File: config.mk
export PLATFORM = sky130hd
export DESIGN_NAME = cflow_sig_monitor
export DESIGN_NICKNAME = d
export VERILOG_FILES = /design/src/rtl/cflow_sig_pkg.sv /design/src/rtl/cflow_sig_lfsr.sv /design/src/rtl/cflow_blk_seq.sv /design/src/rtl/cflow_err_log.sv /design/src/rtl/cflow_sig_monitor.sv
export SDC_FILE = /design/constraint.sdc
export NUM_CORES = 1
export LEC_CHECK = 0
export CORE_ASPECT_RATIO = 1.75
export CORE_MARGIN = 2
export CORE_UTILIZATION = 33
export DETAILED_ROUTE_END_ITERATION = 8
export GPL_ROUTABILITY_DRIVEN = 0
export HOLD_SLACK_MARGIN = 0.06
export SETUP_SLACK_MARGIN = 0.02
export SLEW_MARGIN = 10
export SYNTH_ARGS = -nofsm -noshare
export SYNTH_HDL_FRONTEND = slang
export SYNTH_SLANG_ARGS = --single-unit
export TNS_END_PERCENT = 20
File: constraint.sdc
create_clock -name clk_i -period 3.7 [get_ports clk_i]
set_input_delay 0.74 -clock clk_i [delete_from_list [all_inputs] [get_ports clk_i]]
set_output_delay 0.74 -clock clk_i [all_outputs]
set_load 0.05 [all_outputs]
File: src/rtl/cflow_sig_pkg.sv
package cflow_sig_pkg;
  localparam int SIG_W = 16;
  localparam logic [SIG_W-1:0] SIG_POLY = 16'h1021;
  localparam logic [SIG_W-1:0] SIG_SEED = 16'hFFFF;
  localparam int CAUSE_W = 3;

  typedef logic [SIG_W-1:0] sig_t;

  typedef struct packed {
    logic tmo;
    logic seq;
    logic mis;
  } err_cause_t;
endpackage

File: src/rtl/cflow_sig_lfsr.sv
module cflow_sig_lfsr
  import cflow_sig_pkg::*;
#(
  parameter int INSTR_W = 16
) (
  input  logic               clk_i,
  input  logic               rst_ni,
  input  logic               seed_i,
  input  logic               absorb_i,
  input  logic [INSTR_W-1:0] word_i,
  output sig_t               sig_o,
  output sig_t               fold_o
);
  function automatic sig_t fold(input sig_t s, input logic [INSTR_W-1:0] w);
    sig_t r;
    logic fb;
    r = s;
    for (int i = INSTR_W - 1; i >= 0; i--) begin
      fb = r[SIG_W-1] ^ w[i];
      r  = {r[SIG_W-2:0], 1'b0} ^ (fb ? SIG_POLY : '0);
    end
    return r;
  endfunction

  sig_t sig_q, base, fold_seed;

  assign fold_o    = fold(sig_q, word_i);
  assign fold_seed = fold(SIG_SEED, word_i);
  assign base      = seed_i ? SIG_SEED : sig_q;
  assign sig_o     = sig_q;

  always_ff @(posedge clk_i or negedge rst_ni) begin
    if (!rst_ni)       sig_q <= SIG_SEED;
    else if (absorb_i) sig_q <= seed_i ? fold_seed : fold_o;
    else               sig_q <= base;
  end
endmodule

File: src/rtl/cflow_blk_seq.sv
module cflow_blk_seq #(
  parameter int MAX_CYC = 64,
  localparam int CYC_W = (MAX_CYC > 2) ? $clog2(MAX_CYC) : 1
) (
  input  logic             clk_i,
  input  logic             rst_ni,
  input  logic             start_i,
  input  logic             end_i,
  output logic             open_o,
  output logic [CYC_W-1:0] age_o,
  output logic             close_o,
  output logic             seq_err_o,
  output logic             tmo_o
);
  logic             open_q;
  logic [CYC_W-1:0] age_q;
  logic             stay;

  assign close_o   = end_i & open_q;
  assign seq_err_o = (end_i & ~open_q) | (start_i & open_q & ~end_i);
  assign tmo_o     = open_q & ~end_i & (age_q == CYC_W'(MAX_CYC - 1));
  assign stay      = open_q & ~end_i & ~tmo_o;
  assign open_o    = open_q;
  assign age_o     = age_q;

  always_ff @(posedge clk_i or negedge rst_ni) begin
    if (!rst_ni) begin
      open_q <= 1'b0;
      age_q  <= '0;
    end else begin
      open_q <= start_i | stay;
      if (start_i)   age_q <= '0;
      else if (stay) age_q <= age_q + CYC_W'(1);
    end
  end
endmodule

File: src/rtl/cflow_err_log.sv
module cflow_err_log
  import cflow_sig_pkg::*;
#(
  parameter int CNT_W = 8
) (
  input  logic             clk_i,
  input  logic             rst_ni,
  input  logic             close_i,
  input  err_cause_t       hit_i,
  output err_cause_t       cause_o,
  output logic             err_o,
  output logic [CNT_W-1:0] idx_o,
  output logic [CNT_W-1:0] cnt_o
);
  err_cause_t       cause_q;
  logic [CNT_W-1:0] idx_q, cnt_q;
  logic             first;

  assign first   = ~(|cause_q) & (|hit_i);
  assign cause_o = cause_q;
  assign err_o   = |cause_q;
  assign idx_o   = idx_q;
  assign cnt_o   = cnt_q;

  always_ff @(posedge clk_i or negedge rst_ni) begin
    if (!rst_ni) begin
      cause_q <= '0;
      idx_q   <= '0;
      cnt_q   <= '0;
    end else begin
      cause_q <= cause_q | hit_i;
      if (first)   idx_q <= cnt_q;
      if (close_i) cnt_q <= cnt_q + CNT_W'(1);
    end
  end
endmodule

File: src/rtl/cflow_sig_monitor.sv
module cflow_sig_monitor
  import cflow_sig_pkg::*;
#(
  parameter int INSTR_W = 16,
  parameter int CNT_W   = 8,
  parameter int MAX_CYC = 64,
  localparam int CYC_W = (MAX_CYC > 2) ? $clog2(MAX_CYC) : 1
) (
  input  logic               clk_i,
  input  logic               rst_ni,
  input  logic               instr_valid_i,
  input  logic [INSTR_W-1:0] instr_word_i,
  input  logic               blk_start_i,
  input  logic               blk_end_i,
  input  logic [SIG_W-1:0]   ref_sig_i,
  output logic               err_o,
  output logic [CAUSE_W-1:0] err_cause_o,
  output logic [CNT_W-1:0]   err_idx_o,
  output logic [CNT_W-1:0]   blk_cnt_o
);
  logic             blk_open, blk_close, seq_err, tmo, absorb;
  logic [CYC_W-1:0] blk_age;
  sig_t             sig_q, sig_fold, end_sig;
  err_cause_t       hit, cause;

  cflow_blk_seq #(.MAX_CYC(MAX_CYC)) i_seq (
    .clk_i, .rst_ni,
    .start_i  (blk_start_i),
    .end_i    (blk_end_i),
    .open_o   (blk_open),
    .age_o    (blk_age),
    .close_o  (blk_close),
    .seq_err_o(seq_err),
    .tmo_o    (tmo)
  );

  // word belongs to the block that is open after this cycle's markers
  assign absorb = instr_valid_i & (blk_start_i | (blk_open & ~blk_end_i));

  cflow_sig_lfsr #(.INSTR_W(INSTR_W)) i_lfsr (
    .clk_i, .rst_ni,
    .seed_i  (blk_start_i),
    .absorb_i(absorb),
    .word_i  (instr_word_i),
    .sig_o   (sig_q),
    .fold_o  (sig_fold)
  );

  assign end_sig = (instr_valid_i & ~blk_start_i) ? sig_fold : sig_q;
  assign hit.mis = blk_close & (end_sig != ref_sig_i);
  assign hit.seq = seq_err;
  assign hit.tmo = tmo;

  cflow_err_log #(.CNT_W(CNT_W)) i_log (
    .clk_i, .rst_ni,
    .close_i(blk_close),
    .hit_i  (hit),
    .cause_o(cause),
    .err_o  (err_o),
    .idx_o  (err_idx_o),
    .cnt_o  (blk_cnt_o)
  );

  assign err_cause_o = cause;
endmodule

# After elaboration in Yosys (flattened, before gate mapping)

Cells that the tools add are included.

Add/sub/neg operators: 2
$mul: 0
Divide/modulo/power cells: 0
Magnitude comparators: 0
Equal/unequal tests: 2
Shift-type cells: 0
Muxes and demuxes: 38
Bitwise gates (word level): 83
Reductions and logical operators: 4

Operator list:

| operator            | count |
|---|---|
| $xor 16x16->16      | 31 |
| $mux 13             | 32 |
| $mux 16             | 4 |
| $xor 1x1->1         | 31 |
| $ne 16x16->1        | 1 |
| $not 15->15         | 1 |
| $mux 6              | 2 |
| $and 1x1->1         | 11 |
| $add 8x1->8 const B | 1 |
| $add 6x1->6 const B | 1 |
| $eq 6x6->1 const B  | 1 |
| $reduce_or 3->1     | 2 |
| $not 1->1           | 5 |
| $reduce_bool 2->1   | 2 |
| $or 1x1->1          | 3 |
| $or 3x3->3          | 1 |

Flip-flop bits (word level): 42
Bits in latches: 0
Bits in writable memories: 0
Memory bits (read-only): 0
Bits of input ports: 37
Output and inout bits: 20
Word-level logic and storage cells: 137
Memories kept: 0

# Longest topological paths before layout

Gate-level depths: netlist of run 1.

Depth in word-level cells: 53
Mapped depth: 10
Depth with buffers taken out: 9

# Cells and area by module

A second synthesis of run 1 with hierarchy kept.

Cells, all modules: 314
Area total of the unflattened synthesis: 3,427.0 sq um

By module, submodules not included:

| module            | instances | cells an instance | area each (sq um) | sequential area each (sq um) |
|---|---|---|---|---|
| cflow_sig_lfsr    | 1         | 155               | 1,736.7           | 420.4 |
| cflow_err_log     | 1         | 51                | 790.8             | 475.5 |
| cflow_sig_monitor | 1         | 65                | 452.9             | 0.0 |
| cflow_blk_seq     | 1         | 43                | 446.7             | 175.2 |

# Worst setup path before layout of run 1

OpenSTA, ideal clock, no wires.

Kind: input to register
Start point: in instr_word_i[13]
End point: reg i_log.idx_q[0] (netlist: i_log.idx_o[0])
Library setup time: 0.125 ns
Data arrival time: 3.395 ns
Slack: 0.180 ns
Stages on the path: 10
Buffers on the path: 1
Cells stage by stage: buf_4 > xnor3_2 > xor3_2 > xnor2_2 > a222oi_1 > and4_1 > a31oi_1 > o41ai_2 > a21oi_4 > mux2_4

Word-level cells in the longest chain between the ends: 27
Elaborated cells on any way between the ends: 29
Those cells by class: eq/ne (1); mux (6); bitwise (21); reduce/logical (1)

RTL lines:

| element                          | RTL line                | text |
|---|---|---|
| from (decl)                      | cflow_sig_monitor.sv:12 | `input logic [INSTR_W-1:0] instr_word_i,` |
| $xor 1x1->1 (*)                  | cflow_sig_lfsr.sv:19    | `fb = r[SIG_W-1] ^ w[i];` |
| $mux 13 (*)                      | cflow_sig_lfsr.sv:20    | `r = {r[SIG_W-2:0], 1'b0} ^ (fb ? SIG_POLY : '0);` |
| $xor 16x16->16 (*) (4 in series) | cflow_sig_lfsr.sv:20    |  |
| $xor 1x1->1                      | cflow_sig_lfsr.sv:19    |  |
| $mux 13                          | cflow_sig_lfsr.sv:20    |  |
| $xor 16x16->16 (*) (4 in series) | cflow_sig_lfsr.sv:20    |  |
| $xor 1x1->1                      | cflow_sig_lfsr.sv:19    |  |
| $mux 13                          | cflow_sig_lfsr.sv:20    |  |
| $xor 16x16->16 (*) (4 in series) | cflow_sig_lfsr.sv:20    |  |
| $xor 1x1->1                      | cflow_sig_lfsr.sv:19    |  |
| $mux 13                          | cflow_sig_lfsr.sv:20    |  |
| $xor 16x16->16 (*) (2 in series) | cflow_sig_lfsr.sv:20    |  |
| $mux 16 (*)                      | cflow_sig_monitor.sv:49 | `assign end_sig = (instr_valid_i & ~blk_start_i) ? sig_fold : sig_q;` |
| $ne 16x16->1 (*)                 | cflow_sig_monitor.sv:50 | `assign hit.mis = blk_close & (end_sig != ref_sig_i);` |
| $and 1x1->1 (*)                  | cflow_sig_monitor.sv:50 |  |
| $reduce_or 3->1 (*)              | cflow_err_log.sv:19     | `assign first = ~(\|cause_q) & (\|hit_i);` |
| $and 1x1->1 (*)                  | cflow_err_log.sv:19     |  |
| to (signal assigned)             | cflow_err_log.sv:32     | `if (first) idx_q <= cnt_q;` |
| to (decl)                        | cflow_err_log.sv:16     | `logic [CNT_W-1:0] idx_q, cnt_q;` |

Every way passes the cells marked *; elsewhere a longest branch is shown, timed or not.
A chain may end at the register's enable or synchronous reset.

# Worst setup path in the final report of run 1

Start point: in instr_word_i[13]
End point: reg i_log.idx_q[6] (netlist: i_log.idx_o[6])

Same word-level chain as after synthesis.

==> key figures, run 1 <==
Timing
  • Setup skew after layout: 6.95 ps
  • Final worst-path cycle share: 0.974
  • Slew HR: 0.373
  • Achievable Freq: 277 MHz
  • Actual slew at the worst max-slew pin: 940 ps
  • Minimum clock period after layout: 3600 ps
  • Setup tns final: 0 ps
  • Slew Limit Fails: 0
  • Setup violations, final: 0
  • Final Hold Viols: 0

GRT
  • Via count of the first global-routing pass: 2986
  • First-pass GRT wire length: 15.7 mm
  • Number of antenna violations at the first check in global routing: 0
  • GRT Residual Overflow: 0
  • Maximum number of pins on one net before global-route repair: 43
  • Combined global-route utilization of all metal layers: 0.183

Hold path
  • Hold Crit Depth: 1
  • Origin of the worst min-delay path: i_log.cause_o[2]$_DFF_PN0_
  • Hold path endpoint: i_log.cause_o[2]$_DFF_PN0_
  • Worst hold path class: reg -> reg

Finish
  • Post-layout net count: 482
  • Fraction of layout cells with a size suffix above 1: 0.291
  • Diode count: 0
  • Fin util: 0.479
  • Final Non-Filler Cells: 571
  • Area overhead of the layout relative to synthesis: 41.4%

Route
  • Via count: 2837
  • Average via count per standard cell: 4.97
  • Detail-routed net length per standard cell: 17.6 um
  • # DRC: 0
  • Post-detailed-routing wire length: 10.0 mm
  • First-pass DRT Iterations: 6
  • Count of routing violations after the opening detailed-route iteration: 155
  • Antenna viol nets, final: 0

Flow run
  • Max-Cap Viols: 0

Setup path
  • Endpoint class of the critical path: flop
  • Reg-to-reg critical path startpoint: i_lfsr.sig_o[9]$_DFFE_PN1P_
  • Endpoint of the most critical register-to-register path: i_log.idx_o[6]$_DFFE_PN0P_
  • Worst EP required: 3870 ps
  • Ordered cell list for the critical path: clkdlybuf4s50_1 -> xnor3_2 -> xor3_2 -> buf_4 -> xor3_1 -> a2111oi_4 -> a31oi_4 -> o41ai_4 -> a21oi_4 -> buf_12 -> mux2_4
  • Critical path type: in -> reg
  • Max stage delay cell, worst path: xor3_2
  • Startpoint type of the worst setup path: input port
  • Reg-to-reg slack, setup: 250 ps
  • Worst reg2reg path depth: 10
  • Buffers and inverters on the worst path: 3
  • Crit Path Max Fanout: 8
  • Cell class contributing the biggest share of worst-path delay: XOR/XNOR gates
  • Worst stage delay on the critical path: 500 ps
  • Arrival time at the worst endpoint: 3780 ps

Pwr
  • PwrDens: 1090 mW/mm^2
  • Max rail drop VDD: 0.577 mV
  • Standby leakage power: 2.07 nW
  • Final Power: 0.00537 W

Outcome
  • Status: finished, final reports clean

Floorplan
  • Total die area: 0.0114 mm^2
  • Horizontal die dimension: 81.5 um
  • I/O Pins: 57
  • Initial core utilization: 0.339
  • Die Span Y: 140 um
  • Placement Rows: 49
  • Core outline area: 0.0102 mm^2

Clocking
  • Clock sink total: 42
  • Clock-pin slew on the worst setup and hold paths: 60 ps
  • Later-pin clock latency in the skew report: 280 ps
  • Count of H-tree levels built during CTS: 2
  • Buffers from clock root to sink, at most: 2
  • CTS Root Cell: clkbuf_16
  • CTS buffer count: 5
  • TritonCTS clock tree: done

Yosys
  • Post-Synthesis Cells: 324
  • Number of enable-type register cells in the synthesized netlist: 0
  • Primary FF master, synth: dfrtp_1
  • Count of state elements after synthesis: 42
  • Synthesized net count: 363
  • Post-synth cell types: 52
  • Post-synth top area share: 0.188
  • Mean instance size in the synthesized netlist: 10.7 um^2
  • FFs w/ async S/R, synth: 1.00
  • Yosys Warn Count: 0
  • Largest area contributor in the synthesized netlist: dfrtp_1
  • Post-synthesis cell area: 0.00347 mm^2
  • Top cells by area in the synthesized netlist: dfrtp_1 (19%), xnor2_1 (18%), dfstp_2 (12%), xor2_1 (8.8%), mux2_4 (3.5%)
  • Sequential cell area fraction in the yosys report: 0.309

Placed design
  • Placed wire-length estimate: 7.98 mm
  • Number of placed cells counting well taps: 557
  • Port Buf Inserts: 56
==> layer usage <==
| metal | track usage | vias to the layer above | wire length [um] |
|---|---|---|---|
| met5 | 0 | - | 0 |
| met4 | 0.0660 | 0 | 250 |
| met3 | 0.0188 | 15 | 323 |
| met2 | 0.343 | 75 | 5660 |
| met1 | 0.204 | 1381 | 3800 |
| li1 | - | 1366 | - |
==> layout by cell type, fill, tap and decap left out, types with 4 or more instances in the layout <==
cell type,n
a211o_1,4
a211oi_1,12
a21oi_1,16
buf_4,68
clkbuf_16,5
clkdlybuf4s50_1,51
dfrtp_1,26
dfstp_2,16
inv_1,4
mux2_4,8
mux2i_1,4
nand2_1,10
nand3_1,4
nand4_1,8
nor2_1,28
nor2b_1,4
o21ai_0,4
or3_1,4
xnor2_1,69
xnor2_2,7
xnor3_2,5
xor2_1,35
==> layout make-up <==
cell class                 count  area [um^2]
clock inverter                 2         37.5
sequential                    42         1070
clock buffer                   6          129
timing repair buffer         125         1080
inverter                       4         15.0
multi-input combinational    265         2410
tap                          127          159
fill                         943         5330
==> synthesized netlist by cell type (2+ instances only) <==
cell / n
xnor2_1: 71
xor2_1: 35
nor2_1: 28
dfrtp_1: 26
a21oi_1: 16
dfstp_2: 16
a211oi_1: 12
clkbuf_1: 10
nand2_1: 10
mux2_4: 8
nand4_1: 8
xnor2_2: 6
o21ai_0: 5
a211o_1: 4
inv_1: 4
mux2i_1: 4
nand3_1: 4
nor2b_1: 4
or3_1: 4
xnor3_2: 4
a2bb2oi_1: 3
xnor3_1: 3
xor3_1: 3
a22oi_1: 2
a32oi_1: 2
buf_2: 2
ha_1: 2
nor4_1: 2
xnor2_4: 2
xor3_2: 2
==> per-stage QoR <==
step	area, um^2	hold WS (ps)	worst slack [ps]
after floorplan	3470	444	180
after global placement	4610	476	-280
after detailed placement	4610	466	-370
after CTS	4810	491	24.7
after global routing	4910	523	-4.43
final	4910	489	95.5
==> repair_timing <==
action                                  4_1_cts  5_1_grt
gates resized for setup                       5       10
endpoints found under the setup margin        8        8
setup buffers                                 4        2
pin swaps                                     8        8
cloned                                        0        0
hold buffers                                  0        0
==> worst max path at each step <==
stage | start | to | cells past startpoint
floorplan | instr_word_i[13] | i_log.idx_o[0]$_DFFE_PN0P_ | 10
global placement | instr_word_i[13] | i_log.idx_o[0]$_DFFE_PN0P_ | 10
detailed placement | instr_word_i[13] | i_log.idx_o[5]$_DFFE_PN0P_ | 10
CTS | instr_word_i[15] | i_log.idx_o[6]$_DFFE_PN0P_ | 11
global route | instr_word_i[13] | i_log.idx_o[4]$_DFFE_PN0P_ | 11
finish | instr_word_i[13] | i_log.idx_o[6]$_DFFE_PN0P_ | 11
==> state kept, by name, summed over array words and instances, names as in the netlist <==
signal and cells:
i_lfsr.sig_o 16, i_log.idx_o 8, i_log.cause_o 3, i_seq.age_o 6, i_seq.open_o 1, i_log.cnt_o 8
==> where the power goes <==
part	internal (W)	switching (W)	leakage [nW]
sequential	0.000628	0.000188	0.506
combinational	0.00223	0.00182	1.49
clock	0.000319	0.000186	0.0771
==> kinds of logic after synthesis <==
| family | Yosys count | share of synthesized area |
|---|---|---|
| mux | 13 | 0.0494 |
| flops | 42 | 0.309 |
| simple gates | 66 | 0.0905 |
| fa+ha+maj | 2 | 0.00721 |
| xor+xnor | 128 | 0.406 |
| compound gates | 56 | 0.118 |
| buf+inv | 17 | 0.0202 |
Power figures use the tool's default switching activity.
==> run 2, diff against run 1 <==
--- a/config.mk
+++ b/config.mk
@@ -5,6 +5,7 @@
 export SDC_FILE = /design/constraint.sdc
 export NUM_CORES = 1
 export LEC_CHECK = 0
+export CAP_MARGIN = 20
 export CORE_ASPECT_RATIO = 1.75
 export CORE_MARGIN = 2
 export CORE_UTILIZATION = 33
==> results of run 2 <==
Final layout, timing and power as in run 1 (identical DEF).
==> run 3, diff against run 2 <==
--- a/config.mk
+++ b/config.mk
@@ -8,10 +8,11 @@
 export CAP_MARGIN = 20
 export CORE_ASPECT_RATIO = 1.75
 export CORE_MARGIN = 2
-export CORE_UTILIZATION = 33
+export CORE_UTILIZATION = 56
 export DETAILED_ROUTE_END_ITERATION = 8
 export GPL_ROUTABILITY_DRIVEN = 0
 export HOLD_SLACK_MARGIN = 0.06
+export PLACE_DENSITY = 0.83
 export SETUP_SLACK_MARGIN = 0.02
 export SLEW_MARGIN = 10
 export SYNTH_ARGS = -nofsm -noshare
==> constraint.sdc (replaced) <==
create_clock -name clk_i -period 4.6 [get_ports clk_i]
set_input_delay 0.92 -clock clk_i [delete_from_list [all_inputs] [get_ports clk_i]]
set_output_delay 0.92 -clock clk_i [all_outputs]
set_load 0.05 [all_outputs]
==> run 3 against run 2 <==
Against the previous run:
- wire length decreased by 7.9%
- count of clock-buffer cells in the layout unchanged
- power decreased by 35%
- clock power decreased by 40%
- hold slack improved by 15 ps
- die area decreased by 40%
- core utilization increased by 22 points
- critical path depth decreased by 1
- global-route usage increased by 10 points
- sequential power decreased by 20%
- via count decreased by 5.1%
- cell count decreased by 18%
==> key figures, run 3 (synthesis gave the netlist of run 1 again) <==
Outcome
  • Status: finished, final reports clean

Route
  • Average via count per standard cell: 5.75 (+16%)
  • # DRC: 0 (unchanged)
  • Antenna viol nets, final: 0 (unchanged)
  • Post-detailed-routing wire length: 9.23 mm (-7.9%)
  • Count of routing violations after the opening detailed-route iteration: 137 (-12%)
  • Detail-routed net length per standard cell: 19.7 um (+12%)
  • Via count: 2691 (-5.1%)
  • First-pass DRT Iterations: 4 (-2)

GRT
  • Via count of the first global-routing pass: 2909 (-2.6%)
  • Maximum number of pins on one net before global-route repair: 43 (unchanged)
  • GRT Residual Overflow: 0 (unchanged)
  • Number of antenna violations at the first check in global routing: 0 (unchanged)
  • First-pass GRT wire length: 14.7 mm (-6.6%)
  • Combined global-route utilization of all metal layers: 0.287 (+0.104)

Finish
  • Area overhead of the layout relative to synthesis: 23.4%
  • Post-layout net count: 426 (-12%)
  • Most common cell after layout, fill and taps aside: xnor2_1
  • Diode count: 0 (unchanged)
  • Highest-count cells in the layout ignoring fill and taps: xnor2_1 (71), clkdlybuf4s50_1 (55), xor2_1 (35)
  • Max FFs per register: 16 (unchanged)
  • Final Non-Filler Cells: 468 (-18%)
  • Fraction of layout cells with a size suffix above 1: 0.173 (-0.118)

Clocking
  • Clock sink total: 42 (unchanged)
  • Cts hold-fix bufs: 0 (unchanged)
  • Clock-pin slew on the worst setup and hold paths: 80 ps (+20 ps)
  • Buffers from clock root to sink, at most: 2 (unchanged)
  • CTS buffer count: 5 (unchanged)
  • Count of H-tree levels built during CTS: 2 (unchanged)
  • Later-pin clock latency in the skew report: 310 ps (+30 ps)
  • Number of gates resized after CTS: 0 (-5)
  • CTS Root Cell: clkbuf_8
  • TritonCTS clock tree: done
  • Post-CTS Setup Repair Bufs: 0 (-4)

Timing
  • Setup violations, final: 0 (unchanged)
  • Unrepaired setup endpoints after global routing: no
  • Final worst hold slack: 503 ps (+14.9 ps)
  • Final Hold Viols: 0 (unchanged)
  • Setup tns final: 0 ps (unchanged)
  • Achievable Freq: 248 MHz
  • Slew Limit Fails: 0 (unchanged)
  • Actual slew at the worst max-slew pin: 953 ps (+13.4 ps)
  • Final worst-path cycle share: 0.877
  • Slew HR: 0.364 (-0.00891)
  • Minimum clock period after layout: 4040 ps
  • Setup skew after layout: 12.0 ps (+5.07 ps)

Floorplan
  • Total die area: 0.00687 mm^2 (-40%)
  • Die Span Y: 108 um (-23%)
  • Horizontal die dimension: 63.5 um (-22%)
  • Initial core utilization: 0.570 (+0.231)
  • I/O Pins: 57 (unchanged)
  • Core outline area: 0.00609 mm^2 (-41%)
  • Placement Rows: 38 (-22%)

Hold path
  • Worst hold path class: reg -> reg

Setup path
  • Worst EP required: 4790 ps (+920 ps)
  • Endpoint class of the critical path: flop
  • Startpoint type of the worst setup path: input port
  • Critical path type: in -> reg
  • Arrival time at the worst endpoint: 4230 ps (+450 ps)
  • Crit Path Max Fanout: 8 (unchanged)

Pwr
  • Portion of total power attributed to combinational logic: 0.726 (-0.028)
  • Max rail drop VDD: 0.439 mV (-24%)
  • Switch Pwr: 0.00155 W (-29%)
  • Part of the power in the clock network: 0.087 (-0.007)
  • Internal power summed over all cells: 0.00191 W (-40%)
  • Standby leakage power: 1.74 nW (-16%)
  • Sequential Power Share: 0.187 (+0.035)
  • PwrDens: 810 mW/mm^2 (-26%)
  • Sw Share: 0.448 (+0.0399)

Flow run
  • Max-Cap Viols: 0 (unchanged)

Placed design
  • Number of placed cells counting well taps: 460 (-17%)
  • Port Buf Inserts: 56 (unchanged)
  • Placed wire-length estimate: 7.07 mm (-11%)
-- run 3: cell count changes in the layout (fill, tap and decap cells not counted), sizes merged --
| cell | delta |
|---|---|
| dlymetal6s2s | -1 |
| dlygate4sd2 | -3 |
| buf | -56 |
| clkdlybuf4s50 | +4 |
-- run 3: area by class of cell --
type	count	area, um^2
clock inverters	2	37.5
clock buffers	6	72.6
inverters	4	15.0
repair buffers	69	653
well taps	80	100
flip-flops and latches	42	1070
multi-input cells	265	2330
fillers	497	1800
-- run 3: critical path, cell delays in order --
cell and delay (ps):
clkdlybuf4s50_1 530, xnor2_1 300, xor3_2 630, xor3_1 440, nand2_1 70, a2111oi_2 310, a31oi_1 180, o41ai_2 340
a21oi_4 190, mux2_4 330
-- run 3: power groups by stage --
stage | clock, W | combinational (W) | sequential [W]
after floorplan | 0 | 0.00187 | 0.000701
after global placement | 0 | 0.00243 | 0.000649
after detailed placement | 0 | 0.00248 | 0.000652
after CTS | 0.000309 | 0.00251 | 0.000647
after global routing | 0.000322 | 0.00269 | 0.000664
final | 0.000302 | 0.00252 | 0.000649
-- run 3: per-stage QoR --
| stage | worst slack, ps | power (W) | utilization | cell area (um^2) |
|---|---|---|---|---|
| floorplan | 900 | 0.00257 | - | 3470 |
| CTS | 564 | 0.00346 | 0.704 | 4280 |
| global placement | 331 | 0.00308 | 0.685 | 4170 |
| detailed placement | 248 | 0.00313 | 0.685 | 4170 |
| finish | 564 | 0.00347 | 0.704 | 4280 |
| global route | 399 | 0.00367 | 0.704 | 4280 |
-- run 3: per-layer routing --
metal / global-route usage / part of all wire / up-vias / wire (um)
met5: 0 / 0 / - / 0
met4: 0.191 / 0.061 / 0 / 566
met3: 0.0479 / 0.044 / 32 / 410
met2: 0.523 / 0.53 / 104 / 4930
met1: 0.296 / 0.36 / 1307 / 3320
li1: - / - / 1248 / -
-- run 3: worst paths after layout --
kind                            slack, ps                          from                          to  cells after the start
worst max-delay path                  560               instr_word_i[7]  i_log.idx_o[5]$_DFFE_PN0P_                     10
worst min-delay path                  500    i_log.cause_o[1]$_DFF_PN0_  i_log.cause_o[1]$_DFF_PN0_                      1
worst max register to register       1160  i_lfsr.sig_o[13]$_DFFE_PN1P_  i_log.idx_o[5]$_DFFE_PN0P_                      9
worst min register to register        500    i_log.cause_o[1]$_DFF_PN0_  i_log.cause_o[1]$_DFF_PN0_                      1
max in group asynchronous            3250                        rst_ni  i_seq.age_o[4]$_DFFE_PN0P_                      1
min in group asynchronous             750                        rst_ni  i_log.idx_o[2]$_DFFE_PN0P_                      1
